===== config.mk =====
export PLATFORM = sky130hd
export DESIGN_NAME = pll_retune_ctrl
export DESIGN_NICKNAME = d
export VERILOG_FILES = /design/src/rtl/pll_retune_pkg.sv /design/src/rtl/pll_ack_sync.sv /design/src/rtl/pll_retune_fsm.sv /design/src/rtl/pll_retune_regs.sv /design/src/rtl/pll_retune_ctrl.sv
export SDC_FILE = /design/constraint.sdc
export NUM_CORES = 1
export LEC_CHECK = 0
export ABC_AREA = 1
export BUFFER_PORTS_ARGS = -buffer_cell sky130_fd_sc_hd__buf_2
export CAP_MARGIN = 10
export CORE_ASPECT_RATIO = 0.75
export CORE_UTILIZATION = 45
export DETAILED_ROUTE_END_ITERATION = 10
export HOLD_SLACK_MARGIN = 0.06
export PLACE_DENSITY_LB_ADDON = 0.2
export SLEW_MARGIN = 20
export SYNTH_ARGS = -nofsm -noshare
export SYNTH_HDL_FRONTEND = slang
export SYNTH_SLANG_ARGS = --single-unit

===== constraint.sdc =====
create_clock -name clk -period 3.3 [get_ports clk]
set_input_delay 0.165 -clock clk [delete_from_list [all_inputs] [get_ports clk]]
set_output_delay 0.165 -clock clk [all_outputs]
set_load 0.01 [all_outputs]

===== src/rtl/pll_retune_pkg.sv =====
package pll_retune_pkg;
  localparam int DW     = 32;
  localparam int REG_AW = 3;

  localparam logic [REG_AW-1:0] ADDR_MODE  = 3'd0;
  localparam logic [REG_AW-1:0] ADDR_STG_L = 3'd1;
  localparam logic [REG_AW-1:0] ADDR_STG_A = 3'd2;
  localparam logic [REG_AW-1:0] ADDR_ACT_L = 3'd3;
  localparam logic [REG_AW-1:0] ADDR_ACT_A = 3'd4;
  localparam logic [REG_AW-1:0] ADDR_TMO   = 3'd5;

  localparam int BIT_REQ = 22;
  localparam int BIT_BYP = 23;
  localparam int BIT_ERR = 24;
  localparam int BIT_ACK = 29;

  typedef enum logic [2:0] {
    ST_IDLE,
    ST_WAIT_MIN,
    ST_ACK_SET,
    ST_REQ_CLR,
    ST_ACK_CLR
  } upd_state_e;
endpackage


===== src/rtl/pll_ack_sync.sv =====
module pll_ack_sync #(
  parameter int STAGES = 2
) (
  input  logic clk,
  input  logic rst_n,
  input  logic d_async,
  output logic q_sync
);
  logic [STAGES-1:0] chain;

  always_ff @(posedge clk) begin
    if (!rst_n) chain <= '0;
    else        chain <= {chain[STAGES-2:0], d_async};
  end

  assign q_sync = chain[STAGES-1];
endmodule


===== src/rtl/pll_retune_fsm.sv =====
module pll_retune_fsm import pll_retune_pkg::*; #(
  parameter int TMO_W    = 8,
  parameter int MIN_WAIT = 2
) (
  input  logic             clk,
  input  logic             rst_n,
  input  logic             start_req,
  input  logic             clr_req,
  input  logic             run_ok,
  input  logic             bypass,
  input  logic             ack_s,
  input  logic [TMO_W-1:0] tmo_lim,
  output upd_state_e       state,
  output logic             req_q,
  output logic             commit,
  output logic             tmo_hit,
  output logic             busy
);
  localparam logic [TMO_W-1:0] MIN_LAST = TMO_W'(MIN_WAIT - 1);

  logic [TMO_W-1:0] cnt;
  logic [TMO_W-1:0] lim_last;

  assign lim_last = tmo_lim - TMO_W'(1);
  assign busy     = (state != ST_IDLE);

  // Acknowledge has priority over expiry on the same counter edge.
  always_comb begin
    commit  = (state == ST_ACK_SET) && ack_s;
    tmo_hit = ((state == ST_ACK_SET) && !ack_s && (cnt == lim_last)) ||
              ((state == ST_ACK_CLR) &&  ack_s && (cnt == lim_last));
  end

  always_ff @(posedge clk) begin
    if (!rst_n) begin
      state <= ST_IDLE;
      cnt   <= '0;
      req_q <= 1'b0;
    end else begin
      case (state)
        ST_IDLE: begin
          if (start_req && run_ok && !ack_s) begin
            state <= ST_WAIT_MIN;
            cnt   <= '0;
            req_q <= 1'b1;
          end
        end
        ST_WAIT_MIN: begin
          if (cnt == MIN_LAST) begin
            state <= ST_ACK_SET;
            cnt   <= '0;
          end else begin
            cnt <= cnt + TMO_W'(1);
          end
        end
        ST_ACK_SET: begin
          if (commit) begin
            cnt <= '0;
            if (bypass) begin
              state <= ST_REQ_CLR;
            end else begin
              state <= ST_ACK_CLR;
              req_q <= 1'b0;
            end
          end else if (tmo_hit) begin
            state <= ST_IDLE;
            req_q <= 1'b0;
          end else begin
            cnt <= cnt + TMO_W'(1);
          end
        end
        ST_REQ_CLR: begin
          if (clr_req) begin
            state <= ST_ACK_CLR;
            req_q <= 1'b0;
            cnt   <= '0;
          end
        end
        ST_ACK_CLR: begin
          if (!ack_s || tmo_hit) state <= ST_IDLE;
          else                   cnt   <= cnt + TMO_W'(1);
        end
        default: state <= ST_IDLE;
      endcase
    end
  end
endmodule


===== src/rtl/pll_retune_regs.sv =====
module pll_retune_regs import pll_retune_pkg::*; #(
  parameter int L_W     = 16,
  parameter int A_W     = 16,
  parameter int TMO_W   = 8,
  parameter int TMO_RST = 64
) (
  input  logic              clk,
  input  logic              rst_n,
  input  logic              bus_wr,
  input  logic [REG_AW-1:0] bus_addr,
  input  logic [DW-1:0]     bus_wdata,
  output logic [DW-1:0]     bus_rdata,
  input  logic              busy,
  input  logic              commit,
  input  logic              tmo_hit,
  input  logic              req_q,
  input  logic              ack_s,
  output logic              start_req,
  output logic              clr_req,
  output logic              bypass_q,
  output logic              err_q,
  output logic [TMO_W-1:0]  tmo_lim,
  output logic [L_W-1:0]    stg_l,
  output logic [A_W-1:0]    stg_a,
  output logic [L_W-1:0]    act_l,
  output logic [A_W-1:0]    act_a
);
  logic wr_mode;
  logic unused_wbits;

  assign wr_mode      = bus_wr && (bus_addr == ADDR_MODE);
  assign start_req    = wr_mode &&  bus_wdata[BIT_REQ];
  assign clr_req      = wr_mode && !bus_wdata[BIT_REQ];
  assign unused_wbits = ^bus_wdata;

  always_ff @(posedge clk) begin
    if (!rst_n) begin
      stg_l    <= '0;
      stg_a    <= '0;
      act_l    <= '0;
      act_a    <= '0;
      bypass_q <= 1'b0;
      err_q    <= 1'b0;
      tmo_lim  <= TMO_W'(TMO_RST);
    end else begin
      if (wr_mode && !busy) bypass_q <= bus_wdata[BIT_BYP];

      if (tmo_hit)                           err_q <= 1'b1;
      else if (wr_mode && bus_wdata[BIT_ERR]) err_q <= 1'b0;

      if (!busy && bus_wr && (bus_addr == ADDR_STG_L)) stg_l <= bus_wdata[L_W-1:0];
      if (!busy && bus_wr && (bus_addr == ADDR_STG_A)) stg_a <= bus_wdata[A_W-1:0];

      if (commit) begin
        act_l <= stg_l;
        act_a <= stg_a;
      end

      if (bus_wr && (bus_addr == ADDR_TMO)) tmo_lim <= bus_wdata[TMO_W-1:0];
    end
  end

  always_comb begin
    bus_rdata = '0;
    case (bus_addr)
      ADDR_MODE: begin
        bus_rdata[BIT_REQ] = req_q;
        bus_rdata[BIT_BYP] = bypass_q;
        bus_rdata[BIT_ERR] = err_q;
        bus_rdata[BIT_ACK] = ack_s;
      end
      ADDR_STG_L: bus_rdata = DW'(stg_l);
      ADDR_STG_A: bus_rdata = DW'(stg_a);
      ADDR_ACT_L: bus_rdata = DW'(act_l);
      ADDR_ACT_A: bus_rdata = DW'(act_a);
      ADDR_TMO:   bus_rdata = DW'(tmo_lim);
      default:    bus_rdata = '0;
    endcase
  end
endmodule


===== src/rtl/pll_retune_ctrl.sv =====
module pll_retune_ctrl import pll_retune_pkg::*; #(
  parameter int L_W        = 16,
  parameter int A_W        = 16,
  parameter int TMO_W      = 8,
  parameter int TMO_RST    = 64,
  parameter int MIN_WAIT   = 2,
  parameter int SYNC_STAGE = 2
) (
  input  logic              clk,
  input  logic              rst_n,
  input  logic              bus_wr,
  input  logic [REG_AW-1:0] bus_addr,
  input  logic [DW-1:0]     bus_wdata,
  output logic [DW-1:0]     bus_rdata,
  input  logic              pll_run,
  input  logic              dyn_cap,
  input  logic              pll_ack,
  output logic              pll_latch,
  output logic [L_W-1:0]    pll_l,
  output logic [A_W-1:0]    pll_alpha
);
  upd_state_e       fsm_state;
  logic             ack_s;
  logic             run_ok;
  logic             start_req;
  logic             clr_req;
  logic             bypass_q;
  logic             err_q;
  logic             commit;
  logic             tmo_hit;
  logic             busy;
  logic [TMO_W-1:0] tmo_lim;
  logic [L_W-1:0]   act_l;
  logic [A_W-1:0]   act_a;

  assign run_ok = pll_run && dyn_cap;

  pll_ack_sync #(.STAGES(SYNC_STAGE)) u_sync (
    .clk     (clk),
    .rst_n   (rst_n),
    .d_async (pll_ack),
    .q_sync  (ack_s)
  );

  pll_retune_fsm #(.TMO_W(TMO_W), .MIN_WAIT(MIN_WAIT)) u_fsm (
    .clk       (clk),
    .rst_n     (rst_n),
    .start_req (start_req),
    .clr_req   (clr_req),
    .run_ok    (run_ok),
    .bypass    (bypass_q),
    .ack_s     (ack_s),
    .tmo_lim   (tmo_lim),
    .state     (fsm_state),
    .req_q     (pll_latch),
    .commit    (commit),
    .tmo_hit   (tmo_hit),
    .busy      (busy)
  );

  pll_retune_regs #(.L_W(L_W), .A_W(A_W), .TMO_W(TMO_W), .TMO_RST(TMO_RST)) u_regs (
    .clk       (clk),
    .rst_n     (rst_n),
    .bus_wr    (bus_wr),
    .bus_addr  (bus_addr),
    .bus_wdata (bus_wdata),
    .bus_rdata (bus_rdata),
    .busy      (busy),
    .commit    (commit),
    .tmo_hit   (tmo_hit),
    .req_q     (pll_latch),
    .ack_s     (ack_s),
    .start_req (start_req),
    .clr_req   (clr_req),
    .bypass_q  (bypass_q),
    .err_q     (err_q),
    .tmo_lim   (tmo_lim),
    .stg_l     (pll_l),
    .stg_a     (pll_alpha),
    .act_l     (act_l),
    .act_a     (act_a)
  );
endmodule


==> results of run 1 <==
-- power by group --
part           leakage, nW  internal [W]  switching (W)
Sequential           0.714       0.00115      0.0000897
Combinational         1.69      0.000254       0.000457
Clock                0.156      0.000627       0.000429
Total                 2.56       0.00203       0.000976
-- layout make-up --
cell class              instances  area share (%)
clock buffers                  11            4.87
clock inverters                 5            1.04
inverters                      45            3.25
multi-input cells             480            43.8
flip-flops and latches         88            33.9
well taps                     128            3.08
repair buffers                 94            10.0
-- worst paths after layout --
| check | from | endpoint | slack (ns) |
|---|---|---|---|
| max | u_regs.tmo_lim[0] | u_fsm.cnt[1] | 1.03 |
| min | bus_wdata[15] | u_regs.stg_a[15] | 0.07 |
| max reg2reg | u_regs.tmo_lim[0] | u_fsm.cnt[1] | 1.03 |
| min reg2reg | u_sync.chain[0] | u_sync.chain[1] | 0.41 |
-- metal layers --
layer / track usage, % / share of wire (%) / vias to the layer above / wire length, um
met5: 0 / 0 / - / 0
met4: 7.23 / 1.2 / 0 / 146
met3: 5.57 / 8.0 / 16 / 974
met2: 39.6 / 43 / 175 / 5270
met1: 35.1 / 47 / 2021 / 5760
li1: - / - / 2207 / -
-- metrics by stage --
stage               std cells  setup slack (ns)
finish                    851              1.03
global route              851             0.754
CTS                       851              1.03
detailed placement        829              1.08
global placement          829              1.16
floorplan                 651              1.34
-- kinds of logic (layout without fill, tap and decap cells) --
family                     Yosys count  after routing  synth area share [%]
DFF                                 88             88                  40.2
and+or+nand+nor                    337            337                  32.6
AOI/OAI and AO/OA                  121            121                  15.8
adders and majority gates            3              3                 0.857
buffers and inverters               83            155                  9.03
other                                1             12                0.0856
xor gates and xnor gates             7              7                  1.40
-- Yosys cell counts (2+ instances only) --
cell / count
dfxtp_1: 88
clkbuf_1: 17
nand2_4: 3
o2111ai_1: 3
buf_2: 3
a22oi_1: 11
a221o_1: 3
nor3_1: 5
nand3_2: 3
xor2_1: 3
xnor2_1: 4
nand3_1: 32
inv_1: 44
ha_1: 3
nor2_2: 4
nor2_4: 2
nand2_2: 2
a21boi_0: 2
buf_1: 2
nand4_1: 9
a21oi_1: 14
buf_4: 12
buf_6: 2
nand2_1: 102
nand3b_1: 2
nor3_2: 2
o21ai_0: 80
a21oi_2: 4
nor2_1: 169
clkbuf_8: 2
-- critical path, stage by stage (launching register included) --
cell     delay, ns
dfxtp_1       0.42
inv_1         0.14
ha_1          0.31
or2_1         0.25
nand2_1       0.08
nand2_1       0.06
nand2_1       0.07
nand3_2       0.09
nor2_4        0.16
nand3_1       0.12
nand2_1       0.09
inv_2         0.13
nand3_1       0.10
nand2_1       0.05
nor2_1        0.12
-- flip-flops by register name, indices dropped and copies added, names as in the netlist --
register and count:
u_fsm.req_q 1, u_fsm.cnt 8, u_regs.stg_a 16, u_sync.chain 2, u_regs.bypass_q 1, u_regs.act_a 16, u_fsm.state 3, u_regs.err_q 1
u_regs.stg_l 16, u_regs.tmo_lim 8, u_regs.act_l 16
-- what timing repair did --
| item | in CTS | in global routing |
|---|---|---|
| resized for setup | 0 | 0 |
| buffers inserted | 0 | 0 |
| endpoints found under the hold margin | 6 | 0 |
| hold buffers | 6 | 0 |
==> impl_metrics.csv, run 1 <==
group,metric,value,unit
routing,first_pass_iters,6,
clocking,clock_sinks,88,
cells_and_area,mostFrequentLayoutCell,"nor2_1",
placement,place_congestion,0.838,
routing,route.detailed.drc,0,
critical_path,ff2ff_path_depth,14,
power_and_ir_drop,powerDensity,578,mW/mm^2
routing,vias_per_cell,5.19,
global_route,grt_max_degree,58,
timing,hold_viol_final,0,
clocking,path_clk_slew,0.06,ns
timing,tightest_slew,0.912,ns
hold_path,worstHoldPathType,"primary input to register",
global_route,track_usage,25.4,%
timing,maxSlewViolCount,0,
clocking,ctsRootBufferMaster,"clkbuf_16",
timing,whs,0.0674,ns
synth,synth_area,0.00438,mm^2
routing,drt_iter0_drc,282,
global_route,antenna_found_initial,0,
cells_and_area,postLayoutCellArea,0.00519,mm^2
cells_and_area,area_growth_syn_to_layout,18.5,%
cells_and_area,register_area,0.00176,mm^2
critical_path,cp.arrival,2.54,ns
synth,async_flop_share,0,%
floorplan,core,0.00923,mm^2
cells_and_area,fin_nets,762,
timing,rsz0062_at_grt,"no",
synth,synth_area_leaders,"dfxtp_1 40%, nor2_1 14%, o21ai_0 9.1%, nand2_1 8.7%, inv_1 3.8%",
synth,yosysTopAreaCellShare,40.2,%
placement,dp_hpwl,8300,um
cells_and_area,utilization,56.2,%
outcome,status,"finished clean",
placement,place_area,0.00483,mm^2
global_route,grt_pass1_vias,4005,
floorplan,die_area,0.0101,mm^2
cells_and_area,n_fill_cell,900,
clocking,cts_buffer_depth,2,
floorplan,die_w,116,um
flow_run,cap_violations,0,
critical_path,critPathLaunchType,"register",
synth,ys_warn_count,0,
critical_path,end_kind,"register",
global_route,grt_pass1_wl,19600,um
hold_path,holdPathStages,3,
synth,yosys.cell_types.count,38,
synth,synth-edff-count,0,
clocking,insertion_delay,0.34,ns
cells_and_area,multiInputGateArea,0.00227,mm^2
routing,drt-wirelength-per-cell,14.3,um
synth,synth_area_leader_cell,"dfxtp_1",
critical_path,critPathMaxFanout,16,
floorplan,rows,30,
routing,postRouteAntennaNets,0,
routing,vias,4419,
power_and_ir_drop,ir_worst_vdd,316,uV
cells_and_area,drive_gt1_share,17.8,%
global_route,overflow,0,
cells_and_area,most-common-layout-cells,"169 x nor2_1, 102 x nand2_1, 88 x dfxtp_1",
cells_and_area,diodes,0,
timing,post-route-period-util,68.7,%
synth,synthFlopType,"dfxtp_1",
timing,finalClockSkew,0.00579,ns
routing,wl,12200,um
power_and_ir_drop,p_total,0.00300,W
timing,fmax,0.441,GHz
critical_path,required,3.58,ns
timing,finalCriticalPeriod,2.27,ns
synth,ys_seq_elements,88,
placement,port_buffers,80,
power_and_ir_drop,p_leak,2.56,nW
floorplan,die_h,87.4,um
timing,relSlewSlack,39.2,%
clocking,cts_made_buffers,9,
floorplan,initial_core_util,47.4,%
synth,netlist_instances,640,
timing,fin_setup_tns,0,ns
clocking,ctsHtreeMaxLevel,3,
synth,postSynthAreaPerCell,6.84,um^2
floorplan,ios,106,
timing,setup_violations,0,
synth,yosysSeqAreaShare,40.2,%
critical_path,crit_type,"register to register",
clocking,cts_tree,"yes",
No activity file was read; power rests on OpenSTA's default activity.
==> inputs of run 2 (changes only) <==
Clock period 3.3 ns to 2.2 ns, I/O delays scaled along.
==> impl_metrics.csv, run 2 (synthesis gave the netlist of run 1 again) <==
group,metric,value,unit
global_route,grt_max_degree,41,
hold_path,holdPathStages,3,
global_route,track_usage,25.6,%
cells_and_area,utilization,58.2,%
timing,fmax,0.509,GHz
power_and_ir_drop,p_seq_share,40.2,%
power_and_ir_drop,powerDensity,859,mW/mm^2
clocking,cts_made_buffers,9,
timing,maxSlewViolCount,0,
hold_path,worstHoldPathType,"primary input to register",
critical_path,r2r_end,"u_fsm.cnt[3]",
floorplan,ios,106,
timing,fin_setup_tns,0,ns
power_and_ir_drop,p_leak,2.64,nW
routing,route.detailed.drc,0,
cells_and_area,drive_gt1_share,18.2,%
global_route,grt_pass1_vias,4063,
critical_path,required,2.43,ns
timing,rsz0062_at_grt,"no",
floorplan,rows,30,
timing,setup_violations,0,
critical_path,critPathLaunchType,"register",
placement,place_congestion,0.909,
routing,vias_per_cell,5.11,
global_route,antenna_found_initial,0,
cells_and_area,fin_nets,779,
flow_run,cap_violations,0,
routing,first_pass_iters,6,
placement,dp_hpwl,8400,um
routing,drt-wirelength-per-cell,13.9,um
critical_path,cpPeakStageDelay,0.33,ns
critical_path,crit_end,"u_fsm.cnt[3]",
global_route,overflow,0,
placement,port_buffers,80,
clocking,insertion_delay,0.33,ns
critical_path,end_kind,"register",
power_and_ir_drop,swShare,31.1,%
critical_path,r2r-start,"u_regs.tmo_lim[0]",
routing,postRouteAntennaNets,0,
floorplan,die_area,0.0101,mm^2
power_and_ir_drop,p_clk_share,36.5,%
critical_path,ff2ff_path_depth,13,
outcome,status,"finished clean",
timing,hold_viol_final,0,
critical_path,startpoint,"u_regs.tmo_lim[0]",
timing,tightest_slew,0.696,ns
timing,finalClockSkew,0.00248,ns
clocking,clock_sinks,88,
routing,wl,12100,um
critical_path,critPathBufInv,3,
floorplan,die_w,116,um
critical_path,path_cells,"inv_1 -> ha_1 -> buf_4 -> nand2_1 -> nand3_1 -> nand2_1 -> nand3_2 -> nor2_4 -> nand3_1 -> nand2_1 -> inv_2 -> a21oi_1 -> nor2_1",
clocking,cts_setup_buffers,0,
floorplan,die_h,87.4,um
timing,finalCriticalPeriod,1.96,ns
timing,setup_ws,0.235,ns
placement,place_area,0.00488,mm^2
floorplan,core,0.00923,mm^2
global_route,grt_pass1_wl,20000,um
power_and_ir_drop,ir_worst_vdd,489,uV
power_and_ir_drop,switchingPower,0.00144,W
cells_and_area,area_growth_syn_to_layout,22.6,%
placement,dp_slack,0.242,ns
critical_path,cp.arrival,2.20,ns
timing,relSlewSlack,53.6,%
critical_path,r2r_setup_slack,0.24,ns
critical_path,critPathMaxFanout,16,
clocking,ctsHtreeMaxLevel,3,
clocking,cts_tree,"yes",
cells_and_area,diodes,0,
cells_and_area,postLayoutCellArea,0.00537,mm^2
clocking,ctsRootBufferMaster,"clkbuf_16",
routing,vias,4433,
floorplan,initial_core_util,47.4,%
power_and_ir_drop,p_total,0.00461,W
routing,drt_iter0_drc,231,
cells_and_area,mostFrequentLayoutCell,"nor2_1",
clocking,path_clk_slew,0.06,ns
power_and_ir_drop,p_comb_share,23.3,%
power_and_ir_drop,internal_power,0.00318,W
critical_path,crit_type,"register to register",
timing,post-route-period-util,89.3,%
critical_path,crit_family,"simple AND/OR/NAND/NOR gates",
critical_path,cp_slowest_cell,"dfxtp_1",
critical_path,cpMostUsedCell,"nand2_1",
cells_and_area,most-common-layout-cells,"169 x nor2_1, 102 x nand2_1, 88 x dfxtp_1",
critical_path,crit_cells,13,
clocking,cts_buffer_depth,2,
[run 2: cell types whose count changed in the layout (fill, tap and decap cells not counted)]
cell,change
clkbuf_1,+1
bufinv_16,+1
dlygate4sd3_1,+10
clkinv_4,+1
clkinv_2,-3
inv_6,-1
buf_4,+7
clkinvlp_4,+1
[run 2: routing by layer]
metal	vias to the layer above	global-route usage [%]	wire length (um)
met4	0	7.11	125
li1	2242	-	-
met1	2027	35.9	5860
met5	-	0	0
met3	13	5.78	761
met2	151	39.3	5310
[run 2: repair_timing]
action / in CTS / in global routing
gates resized for setup: 0 / 0
hold endpoints to repair: 27 / 0
hold buffers: 16 / 0
[run 2: worst reg2reg max path, cell delays in order, from the launching register on]
cell and delay, ns:
dfxtp_1 0.33, inv_1 0.09, ha_1 0.22, buf_4 0.16
nand2_1 0.09, nand3_1 0.08, nand2_1 0.09, nand3_2 0.09
nor2_4 0.16, nand3_1 0.12, nand2_1 0.09, inv_2 0.13
a21oi_1 0.16, nor2_1 0.06
[run 2: worst min path at each step]
| stage | endpoint | startpoint | slack [ns] |
|---|---|---|---|
| finish | u_regs.stg_a[3] | bus_wdata[3] | 0.06 |
| detailed placement | u_sync.chain[0] | pll_ack | 0.30 |
| floorplan | u_sync.chain[0] | pll_ack | 0.21 |
| global placement | u_sync.chain[0] | pll_ack | 0.30 |
| global route | u_regs.stg_a[3] | bus_wdata[3] | 0.08 |
| CTS | u_regs.stg_a[3] | bus_wdata[3] | 0.06 |
[run 2: power groups by stage]
| stage | clock network [W] | registers [W] | logic [W] |
|---|---|---|---|
| floorplan | 0 | 0.00188 | 0.000816 |
| global route | 0.00179 | 0.00187 | 0.00124 |
| CTS | 0.00171 | 0.00185 | 0.00107 |
| global placement | 0 | 0.00188 | 0.00102 |
| finish | 0.00168 | 0.00185 | 0.00108 |
| detailed placement | 0 | 0.00189 | 0.00105 |
[run 2: cell type report]
cell class / count / area, um^2
inverters: 45 / 169
repair buffers: 111 / 673
clock buffers: 12 / 256
multi-input cells: 480 / 2270
clock inverters: 4 / 76.3
well taps: 128 / 160
flip-flops and latches: 88 / 1760
fillers: 890 / 3860
[run 2: per-stage QoR]
| stage | hold slack, ns | instances |
|---|---|---|
| 5_1_grt | 0.0832 | 868 |
| 4_1_cts | 0.0609 | 868 |
| 3_5_place_dp | 0.298 | 836 |
| 6_report | 0.0603 | 868 |
| 2_1_floorplan | 0.208 | 651 |
| 3_3_place_gp | 0.298 | 836 |
==> inputs of run 3 (changes only) <==
Settings changed: CORE_ASPECT_RATIO 0.75 to default.
==> impl_metrics.csv, run 3 (synthesis gave the netlist of run 1 again) <==
group,metric,value,unit
flow_run,cap_violations,0,
cells_and_area,multiInputGateArea,0.00231,mm^2
power_and_ir_drop,ir_worst_vdd,378,uV
cells_and_area,n_fill_cell,915,
critical_path,path_cells,"inv_1 -> ha_2 -> or2_1 -> nand2_1 -> nand2_1 -> nand2_1 -> nand3_2 -> nor2_4 -> nand2_4 -> nand2_4 -> nand2_8 -> a21oi_2 -> nor2_2",
global_route,grt_pass1_wl,19800,um
critical_path,cpPeakStageDelay,0.38,ns
cells_and_area,fin_nets,779,
critical_path,required,2.45,ns
timing,whs,0.135,ns
critical_path,cpMostUsedCell,"nand2_1",
cells_and_area,fin_cells,869,
critical_path,cp.arrival,2.22,ns
global_route,grt_pass1_vias,4152,
timing,finalClockSkew,0.0103,ns
cells_and_area,drive_gt1_share,19.1,%
timing,setup_violations,0,
routing,first_pass_iters,4,
floorplan,initial_core_util,47.0,%
routing,wl,12000,um
cells_and_area,diodes,0,
cells_and_area,area_growth_syn_to_layout,21.0,%
critical_path,critPathBufInv,1,
floorplan,core,0.00933,mm^2
outcome,status,"finished clean",
critical_path,cp_slowest_cell,"dfxtp_4",
floorplan,ios,106,
clocking,cts_tree,"yes",
critical_path,crit_type,"register to register",
placement,place_congestion,0.885,
global_route,grt_max_degree,72,
placement,port_buffers,80,
timing,setup_ws,0.234,ns
clocking,path_clk_slew,0.09,ns
power_and_ir_drop,swShare,34.7,%
floorplan,die_h,101,um
placement,dp_cells,834,
timing,fmax,0.509,GHz
placement,place_area,0.00487,mm^2
cells_and_area,utilization,56.8,%
global_route,track_usage,24.6,%
floorplan,die_w,101,um
critical_path,critPathMaxFanout,16,
power_and_ir_drop,p_clk_share,28.2,%
global_route,antenna_found_initial,0,
critical_path,end_kind,"register",
placement,dp_hpwl,8000,um
timing,tightest_slew,0.650,ns
routing,drt_iter0_drc,245,
routing,drt-wirelength-per-cell,13.8,um
cells_and_area,postLayoutCellArea,0.00530,mm^2
routing,vias_per_cell,5.12,
clocking,insertion_delay,0.36,ns
floorplan,die_area,0.0101,mm^2
timing,maxSlewViolCount,0,
hold_path,worstHoldPathType,"primary input to register",
power_and_ir_drop,powerDensity,781,mW/mm^2
routing,vias,4452,
cells_and_area,most-common-layout-cells,"168 x nor2_1, 101 x nand2_1, 87 x dfxtp_1",
floorplan,rows,35,
placement,dp_slack,0.127,ns
critical_path,crit_family,"simple AND/OR/NAND/NOR gates",
power_and_ir_drop,p_comb_share,26.9,%
cells_and_area,mostFrequentLayoutCell,"nor2_1",
clocking,ctsHtreeMaxLevel,3,
power_and_ir_drop,internal_power,0.00270,W
power_and_ir_drop,p_seq_share,44.9,%
power_and_ir_drop,switchingPower,0.00144,W
clocking,ctsRootBufferMaster,"clkbuf_8",
timing,hold_viol_final,0,
cells_and_area,register_area,0.00177,mm^2
timing,relSlewSlack,56.6,%
routing,route.detailed.drc,0,
critical_path,critPathLaunchType,"register",
clocking,cts_made_buffers,9,
routing,postRouteAntennaNets,0,
clocking,cts_buffer_depth,2,
timing,finalCriticalPeriod,1.97,ns
clocking,clock_sinks,88,
timing,post-route-period-util,89.4,%
global_route,overflow,0,
power_and_ir_drop,p_leak,2.59,nW
[run 3: changes by cell type in the layout (fill, tap and decap cells not counted), sizes merged]
cell / change
inv: +2
dlygate4sd3: +2
bufinv: -1
clkinv: -1
clkbuf: -1
buf: -2
clkinvlp: +1
[run 3: area by class of cell]
cell class                 count  share of cell area (%)
inverter                      45                    3.23
clock buffer                  11                    2.67
clock inverter                 5                    1.18
sequential                    88                    33.3
multi-input combinational    480                    43.5
tap                          129                    3.05
timing repair buffer         111                    13.0
[run 3: power by group through the flow]
stage	Clock [W]	Sequential (W)	Combinational (W)
finish	0.00117	0.00186	0.00111
global route	0.00127	0.00188	0.00127
CTS	0.00119	0.00185	0.00107
detailed placement	0	0.00189	0.00104
global placement	0	0.00188	0.00101
floorplan	0	0.00188	0.000816
[run 3: path summary, 6_finish.rpt]
kind	slack, ns	cells after the start	start	to
max reg2reg	0.23	13	u_regs.tmo_lim[0]	u_fsm.cnt[7]
min reg2reg	0.42	2	u_sync.chain[0]	u_sync.chain[1]
max	0.23	13	u_regs.tmo_lim[0]	u_fsm.cnt[7]
min	0.13	3	rst_n	u_sync.chain[1]
[run 3: timing repair]
item / CTS / global route
setup buffers: 0 / 1
hold buffers: 18 / 0
resized for setup: 0 / 12
setup endpoints to repair: 0 / 12
endpoints found under the hold margin: 35 / 0
[run 3: per-layer routing]
layer  vias up  wire length, um  GRT usage [%]
met3        21              636           4.92
li1       2244                -              -
met2       121             5770           42.6
met5         -                0              0
met4         0              172           6.24
met1      2066             5380           31.4
[run 3: stage by stage]
| step | power [W] | TNS [ns] |
|---|---|---|
| 2_1_floorplan | 0.00269 | 0 |
| 3_3_place_gp | 0.00290 | 0 |
| 3_5_place_dp | 0.00293 | 0 |
| 4_1_cts | 0.00411 | 0 |
| 5_1_grt | 0.00442 | -0.0000879 |
| 6_report | 0.00414 | 0 |
[run 3: worst register-to-register path, cell delays in order (launching register included)]
cell     delay (ns)
dfxtp_4        0.38
inv_1          0.09
ha_2           0.20
or2_1          0.22
nand2_1        0.06
nand2_1        0.04
nand2_1        0.07
nand3_2        0.10
nor2_4         0.16
nand2_4        0.10
nand2_4        0.10
nand2_8        0.11
a21oi_2        0.18
nor2_2         0.05
